==> config.mk <==
export PLATFORM = sky130hd
export DESIGN_NAME = bus_break_unit
export DESIGN_NICKNAME = d
export VERILOG_FILES = /design/src/rtl/brk_pkg.sv /design/src/rtl/brk_chan_regs.sv /design/src/rtl/brk_match.sv /design/src/rtl/brk_pulse.sv /design/src/rtl/bus_break_unit.sv
export SDC_FILE = /design/constraint.sdc
export NUM_CORES = 1
export LEC_CHECK = 0
export ABC_CLOCK_PERIOD_IN_PS = 4850
export BUFFER_PORTS_ARGS = -buffer_cell sky130_fd_sc_hd__buf_4
export CAP_MARGIN = 10
export CORE_MARGIN = 2
export CORE_UTILIZATION = 25
export DETAILED_ROUTE_END_ITERATION = 10
export SYNTH_ARGS = -nofsm -noshare
export SYNTH_HDL_FRONTEND = slang
export SYNTH_SLANG_ARGS = --single-unit
==> constraint.sdc <==
create_clock -name clk -period 4.85 [get_ports clk]
set_input_delay 0.7275 -clock clk [delete_from_list [all_inputs] [get_ports clk]]
set_output_delay 0.7275 -clock clk [all_outputs]
set_load 0.01 [all_outputs]
==> src/rtl/brk_pkg.sv <==
package brk_pkg;

  // register index inside a channel window
  localparam int IDX_W = 3;
  localparam logic [IDX_W-1:0] IDX_ADDR  = 3'd0;
  localparam logic [IDX_W-1:0] IDX_AMASK = 3'd1;
  localparam logic [IDX_W-1:0] IDX_DATA  = 3'd2;
  localparam logic [IDX_W-1:0] IDX_DMASK = 3'd3;
  localparam logic [IDX_W-1:0] IDX_COND  = 3'd4;
  localparam logic [IDX_W-1:0] IDX_FLAG  = 3'd5;
  localparam logic [IDX_W-1:0] IDX_CTRL  = 3'd6;

  localparam int COND_W = 7;
  localparam int CODE_W = 2;
  localparam int CNT_W  = 4;

  typedef struct packed {
    logic       int_dis;
    logic [1:0] rw;    // bit0 read, bit1 write
    logic [1:0] acc;   // bit0 fetch, bit1 data
    logic [1:0] bus;   // bit0 primary, bit1 secondary
  } cond_t;

  // trigger pulse length in cycles for a width code
  function automatic logic [CNT_W-1:0] pulse_len(input logic [CODE_W-1:0] code);
    return CNT_W'(1) << code;
  endfunction

  // cycle qualifier check; a 00 pair has no bit set and never passes
  function automatic logic qual_ok(input cond_t c, input logic sec,
                                   input logic fetch, input logic wr);
    logic bus_ok, acc_ok, rw_ok;
    bus_ok = sec ? c.bus[1] : c.bus[0];
    // fetches on the secondary bus are never candidates
    acc_ok = fetch ? (c.acc[0] && !sec) : c.acc[1];
    rw_ok  = wr ? c.rw[1] : c.rw[0];
    return bus_ok && acc_ok && rw_ok;
  endfunction

endpackage

==> src/rtl/brk_chan_regs.sv <==
module brk_chan_regs
  import brk_pkg::*;
#(
  parameter int ADDR_W = 32,
  parameter int DATA_W = 32,
  parameter int REG_W  = 32
) (
  input  logic              clk,
  input  logic              rst_n,
  input  logic              we,
  input  logic [IDX_W-1:0]  idx,
  input  logic [REG_W-1:0]  wdata,
  input  logic              set_p,
  input  logic              set_s,
  output logic [ADDR_W-1:0] tgt_addr,
  output logic [ADDR_W-1:0] addr_mask,
  output logic [DATA_W-1:0] tgt_data,
  output logic [DATA_W-1:0] data_mask,
  output cond_t             cond,
  output logic [1:0]        flags,
  output logic [REG_W-1:0]  rdata
);

  logic clr_p, clr_s;

  always_ff @(posedge clk or negedge rst_n) begin
    if (!rst_n) begin
      tgt_addr  <= '0;
      addr_mask <= '0;
      tgt_data  <= '0;
      data_mask <= '0;
      cond      <= '0;
    end else if (we) begin
      case (idx)
        IDX_ADDR:  tgt_addr  <= wdata[ADDR_W-1:0];
        IDX_AMASK: addr_mask <= wdata[ADDR_W-1:0];
        IDX_DATA:  tgt_data  <= wdata[DATA_W-1:0];
        IDX_DMASK: data_mask <= wdata[DATA_W-1:0];
        IDX_COND:  cond      <= cond_t'(wdata[COND_W-1:0]);
        default: ;
      endcase
    end
  end

  // a zero written to a flag bit clears it; a same-cycle match wins
  assign clr_p = we && (idx == IDX_FLAG) && !wdata[0];
  assign clr_s = we && (idx == IDX_FLAG) && !wdata[1];

  always_ff @(posedge clk or negedge rst_n) begin
    if (!rst_n) flags <= '0;
    else        flags <= {set_s | (flags[1] & ~clr_s),
                          set_p | (flags[0] & ~clr_p)};
  end

  always_comb begin
    case (idx)
      IDX_ADDR:  rdata = REG_W'(tgt_addr);
      IDX_AMASK: rdata = REG_W'(addr_mask);
      IDX_DATA:  rdata = REG_W'(tgt_data);
      IDX_DMASK: rdata = REG_W'(data_mask);
      IDX_COND:  rdata = REG_W'(cond);
      IDX_FLAG:  rdata = REG_W'(flags);
      default:   rdata = '0;
    endcase
  end

endmodule

==> src/rtl/brk_match.sv <==
module brk_match
  import brk_pkg::*;
#(
  parameter int ADDR_W = 32,
  parameter int DATA_W = 32
) (
  input  logic [ADDR_W-1:0] tgt_addr,
  input  logic [ADDR_W-1:0] addr_mask,
  input  logic [DATA_W-1:0] tgt_data,
  input  logic [DATA_W-1:0] data_mask,
  input  cond_t             cond,
  input  logic              valid,
  input  logic              sec,
  input  logic              fetch,
  input  logic              wr,
  input  logic [ADDR_W-1:0] addr,
  input  logic [DATA_W-1:0] data,
  output logic              hit_p,
  output logic              hit_s
);

  function automatic logic addr_eq(input logic [ADDR_W-1:0] a,
                                   input logic [ADDR_W-1:0] t,
                                   input logic [ADDR_W-1:0] m);
    return ((a ^ t) & ~m) == '0;
  endfunction

  function automatic logic data_eq(input logic [DATA_W-1:0] d,
                                   input logic [DATA_W-1:0] t,
                                   input logic [DATA_W-1:0] m);
    return ((d ^ t) & ~m) == '0;
  endfunction

  logic q_ok, a_ok, d_ok, hit;

  assign q_ok  = qual_ok(cond, sec, fetch, wr);
  assign a_ok  = addr_eq(addr, tgt_addr, addr_mask);
  assign d_ok  = data_eq(data, tgt_data, data_mask);
  assign hit   = valid && q_ok && a_ok && d_ok;
  assign hit_p = hit && !sec;
  assign hit_s = hit && sec;

endmodule

==> src/rtl/brk_pulse.sv <==
module brk_pulse
  import brk_pkg::*;
(
  input  logic              clk,
  input  logic              rst_n,
  input  logic              start,
  input  logic [CODE_W-1:0] code,
  output logic              trig
);

  logic [CNT_W-1:0] left;

  // an active pulse runs out; starts are only taken while idle
  always_ff @(posedge clk or negedge rst_n) begin
    if (!rst_n)            left <= '0;
    else if (left != '0)   left <= left - CNT_W'(1);
    else if (start)        left <= pulse_len(code);
  end

  assign trig = (left != '0);

endmodule

==> src/rtl/bus_break_unit.sv <==
module bus_break_unit
  import brk_pkg::*;
#(
  parameter int NCH    = 2,
  parameter int ADDR_W = 32,
  parameter int DATA_W = 32,
  localparam int REG_W = (ADDR_W > DATA_W) ? ADDR_W : DATA_W,
  localparam int CH_W  = (NCH > 1) ? $clog2(NCH) : 1,
  localparam int RA_W  = CH_W + IDX_W
) (
  input  logic              clk,
  input  logic              rst_n,
  input  logic              reg_we,
  input  logic [RA_W-1:0]   reg_addr,
  input  logic [REG_W-1:0]  reg_wdata,
  output logic [REG_W-1:0]  reg_rdata,
  input  logic              bus_valid,
  input  logic              bus_sec,
  input  logic              bus_fetch,
  input  logic              bus_write,
  input  logic [ADDR_W-1:0] bus_addr,
  input  logic [DATA_W-1:0] bus_data,
  output logic              brk_req,
  output logic              trig_out
);

  logic [CH_W-1:0]   reg_ch;
  logic [IDX_W-1:0]  reg_idx;
  logic [CODE_W-1:0] width_code;

  // named internal events, observed by the checker
  logic [NCH-1:0] hit_p_vec, hit_s_vec, hit_vec;
  logic [NCH-1:0] flag_p_vec, flag_s_vec, dis_vec;
  logic           any_hit;
  logic [REG_W-1:0] ch_rdata [NCH];

  assign reg_ch  = reg_addr[RA_W-1:IDX_W];
  assign reg_idx = reg_addr[IDX_W-1:0];

  for (genvar c = 0; c < NCH; c++) begin : g_ch
    logic              ch_we;
    logic [ADDR_W-1:0] t_addr, a_mask;
    logic [DATA_W-1:0] t_data, d_mask;
    cond_t             cnd;
    logic [1:0]        flg;

    assign ch_we = reg_we && (reg_ch == CH_W'(c));

    brk_chan_regs #(.ADDR_W(ADDR_W), .DATA_W(DATA_W), .REG_W(REG_W)) u_regs (
      .clk(clk), .rst_n(rst_n), .we(ch_we), .idx(reg_idx), .wdata(reg_wdata),
      .set_p(hit_p_vec[c]), .set_s(hit_s_vec[c]),
      .tgt_addr(t_addr), .addr_mask(a_mask), .tgt_data(t_data), .data_mask(d_mask),
      .cond(cnd), .flags(flg), .rdata(ch_rdata[c])
    );

    brk_match #(.ADDR_W(ADDR_W), .DATA_W(DATA_W)) u_match (
      .tgt_addr(t_addr), .addr_mask(a_mask), .tgt_data(t_data), .data_mask(d_mask),
      .cond(cnd), .valid(bus_valid), .sec(bus_sec), .fetch(bus_fetch), .wr(bus_write),
      .addr(bus_addr), .data(bus_data), .hit_p(hit_p_vec[c]), .hit_s(hit_s_vec[c])
    );

    assign flag_p_vec[c] = flg[0];
    assign flag_s_vec[c] = flg[1];
    assign dis_vec[c]    = cnd.int_dis;
  end

  assign hit_vec = hit_p_vec | hit_s_vec;
  assign any_hit = |hit_vec;

  // global width code, reachable from any channel window
  always_ff @(posedge clk or negedge rst_n) begin
    if (!rst_n)                              width_code <= '0;
    else if (reg_we && reg_idx == IDX_CTRL)  width_code <= reg_wdata[CODE_W-1:0];
  end

  always_comb begin
    if (reg_idx == IDX_CTRL)        reg_rdata = REG_W'(width_code);
    else if (int'(reg_ch) < NCH)    reg_rdata = ch_rdata[reg_ch];
    else                            reg_rdata = '0;
  end

  brk_pulse u_pulse (
    .clk(clk), .rst_n(rst_n), .start(any_hit), .code(width_code), .trig(trig_out)
  );

  assign brk_req = |((flag_p_vec | flag_s_vec) & ~dis_vec);

endmodule

==> qor.txt <==
Crit path launch type: input port
Layout cells sized above 1: 36.4%
Clk slew on worst S/H paths: 0.06 ns
Largest net degree at the start of global routing: 149
Clock Latency Late Sink: 0.58 ns
CTS root buf: clkbuf_16
Hold Path Class: input port to flip-flop
Count of final setup violators: 0
Buf/Inv on CP: 3
Post-CTS Setup Bufs: 0
Slew @ Worst Pin: 1.14 ns
Sequential share of the synthesized area: 46.3%
Synth cell types: 45
Crit share post-route: 76.9%
Cells after DPL: 2,146
ANT nets after route: 0
Crit path time final: 3.73 ns
Num ports: 141
First-pass DRT Iterations: 5
Fill count: 6,231
Final Wtd Congestion: 0.990
Sw Ratio: 34.0%
Vias/cell: 5.37
Cell Area, Placed: 0.0171 mm2
H-tree levels: 1
VDD IR max: 0.265 mV
Vias in the first global route: 12,000
Cell Count, Final, Fillers Out: 2,204
Post-synth EDFFs: 0
Num CTS Buffers: 31
Mapped Cells: 1,272
Slowest cell on the critical path: buf_4
Relative slew slack: 23.4%
Synth Area per Inst: 11.9 um2
Tot GR Track Use: 18.8%
Clk sinks: 280
Max Freq: 0.268 GHz
Hold_ws: 0.419 ns
Prevailing post-synth register cell: dfrtp_1
Delay-heaviest family, CP: buffers and inverters
CTS tree: done
Element type at the critical path end: output port
P_leak: 7.36 nW
Final Hold Fails: 0
Comb power frac: 27.5%
Critical path arrival: 3.00 ns
RSZ-0062 raised after global routing: false
Port Buffers: 140
First-pass GRT wire length: 86,400 um
# DRC: 0
CP Data Required Time: 4.12 ns
FP Rows: 90
Total power: 8.22 mW
Final #Nets: 1,507
Setup TNS: 0 ns
Die footprint: 0.0625 mm2
N_diodes: 0
Initial DRC count: 1,090
Syn-to-layout area delta: 20.4%
Drt wl/cell: 27.1 um
Synth Net Count: 1,380
Final Util: 30.3%
Longest Clk Path Bufs: 3
Asr flop ratio synth: 100%
Area of the multi-input gates: 0.00787 mm2
CTS-repair resized insts: 0
Flops & latches, synth: 280
Design area: 0.0182 mm2
Setup WS post-layout: 1.12 ns
Yosys warnings: 0
Max FO, Critical Path: 54
Sequential share of power: 42.8%
Die Ht: 250 um
Max Slew Vio Count: 0
Setup Crit Path Kind: input port to output port
Status: complete, no violations
Clock Skew: 0.0108 ns
Routed via count: 11,800
Clock Power Share: 29.8%
Pwr dens: 451 mW/mm2
Sequence of cells on the critical path: buf_4 > nor2b_1 > buf_4 > a22oi_1 > o21ai_0 > a221oi_1 > a211oi_1 > buf_4
Critical Path Max Stage Delay: 0.64 ns
CP dominant cell by count: buf_4
Max Cap Violations: 0
Setup Slack @ Placement: 1.12 ns
Grt ovf: 0
Initial Util: 25.2%
Post-Syn Area: 0.0151 mm2
Antenna violations before repair: 3
Die Width: 250 um
Sw power: 2.79 mW
WL final: 59,700 um
P_int: 5.43 mW
DP HPWL: 44,800 um
Core ar.: 0.0601 mm2
Sequential Area: 0.00701 mm2
## state kept, by name, summed over array words and instances (netlist names)
| register | count |
|---|---|
| g_ch.u_regs.data_mask | 64 |
| g_ch.u_regs.tgt_data | 64 |
| g_ch.u_regs.cond | 14 |
| u_pulse.left | 4 |
| g_ch.u_regs.tgt_addr | 64 |
| g_ch.u_regs.addr_mask | 64 |
| width_code | 2 |
| g_ch.u_regs.flags | 4 |
## cell families (layout without fill, tap and decap cells)
logic type | after synthesis | in the layout | synth area share (%)
AO/OA/AOI/OAI | 204 | 204 | 9.06
multiplexers | 349 | 349 | 27.8
buffers and inverters | 76 | 226 | 1.90
AND/OR/NAND/NOR | 234 | 234 | 7.40
flip-flops | 280 | 280 | 46.3
XOR/XNOR | 128 | 128 | 7.41
adder cells (fa/ha/maj) | 1 | 1 | 0.0827
## synthesized netlist by cell type (9+ instances only)
cell | number | share of area (%)
a211oi_1 | 15 | 0.74
a21oi_1 | 21 | 0.69
a221oi_1 | 25 | 1.4
a22oi_1 | 9 | 0.45
buf_1 | 21 | 0.52
clkbuf_1 | 49 | 1.2
dfrtp_1 | 280 | 46
mux2_1 | 20 | 1.5
mux2_2 | 264 | 20
mux2i_1 | 36 | 2.4
mux4_2 | 29 | 4.3
nand2_1 | 26 | 0.64
nand3_1 | 12 | 0.40
nor2_1 | 110 | 2.7
nor2b_1 | 13 | 0.54
nor3_1 | 17 | 0.56
nor4_1 | 29 | 1.2
o21ai_0 | 15 | 0.50
o22ai_1 | 95 | 3.9
xnor2_1 | 128 | 7.4
## worst reg2reg max path: stages (launching register included)
cell	delay [ns]
dfrtp_1	0.40
xnor2_1	0.53
o22ai_1	0.17
nor4_1	0.38
nand2_1	0.20
nor4_1	0.84
o21ai_0	0.23
a31oi_1	0.22
## placed cells by master, fill, tap and decap left out, types with 3 or more instances in the layout
cell type,count
a211oi_1,15
a21oi_1,21
a221oi_1,25
a22oi_1,9
a311oi_1,5
and2_1,6
buf_12,3
buf_4,160
bufinv_16,3
clkbuf_1,7
clkbuf_16,31
clkbuf_8,9
clkinv_2,4
dfrtp_1,280
inv_1,4
mux2_1,20
mux2_2,264
mux2i_1,36
mux4_2,29
nand2_1,26
nand3_1,11
nand4_1,5
nor2_1,109
nor2b_1,12
nor3_1,15
nor4_1,28
o211ai_1,3
o21ai_0,15
o21ai_1,3
o22ai_1,95
o31ai_1,4
or4_1,3
xnor2_1,128
## timing repair
action / in CTS / in global routing
hold endpoints to repair: 5 / 0
hold buffers: 1 / 0
endpoints found under the setup margin: 0 / 0
## final timing paths
kind                                         startpoint                      endpoint  slack [ns]  depth (start not counted)
hold reg to reg            g_ch[1].u_regs.addr_mask[10]  g_ch[1].u_regs.addr_mask[10]        0.54                          1
max in group asynchronous                         rst_n  g_ch[1].u_regs.data_mask[28]        3.25                          3
min in group asynchronous                         rst_n        g_ch[1].u_regs.cond[5]        0.53                          2
setup reg to reg             g_ch[1].u_regs.tgt_data[2]               u_pulse.left[1]        1.79                          7
hold / removal                                  bus_sec       g_ch[0].u_regs.flags[0]        0.42                          2
setup / recovery                            reg_addr[1]                  reg_rdata[3]        1.12                          8
## routing by layer
metal | track usage [%] | wire (um) | vias up
met4 | 6.21 | 2160 | 6
li1 | - | - | 5037
met5 | 0 | 36 | -
met1 | 25.3 | 25500 | 6138
met2 | 30.1 | 27500 | 542
met3 | 3.91 | 4560 | 114
## power groups by stage
stage          Sequential [mW]  Combinational [mW]  Clock, mW
6_report                  3.52                2.26       2.45
5_1_grt                   3.57                2.39       2.58
4_1_cts                   3.50                2.23       2.49
3_5_place_dp              3.53                2.22          0
3_3_place_gp              3.51                2.20          0
2_1_floorplan             3.26                1.44          0
## layout make-up
type	count	area share (%)
clock buffer	47	5.08
clock inverter	9	0.694
inverter	4	0.0824
multi-input combinational	916	43.2
sequential	280	38.5
tap	782	5.37
timing repair buffer	166	7.09
Power figures use the tool's default switching activity.
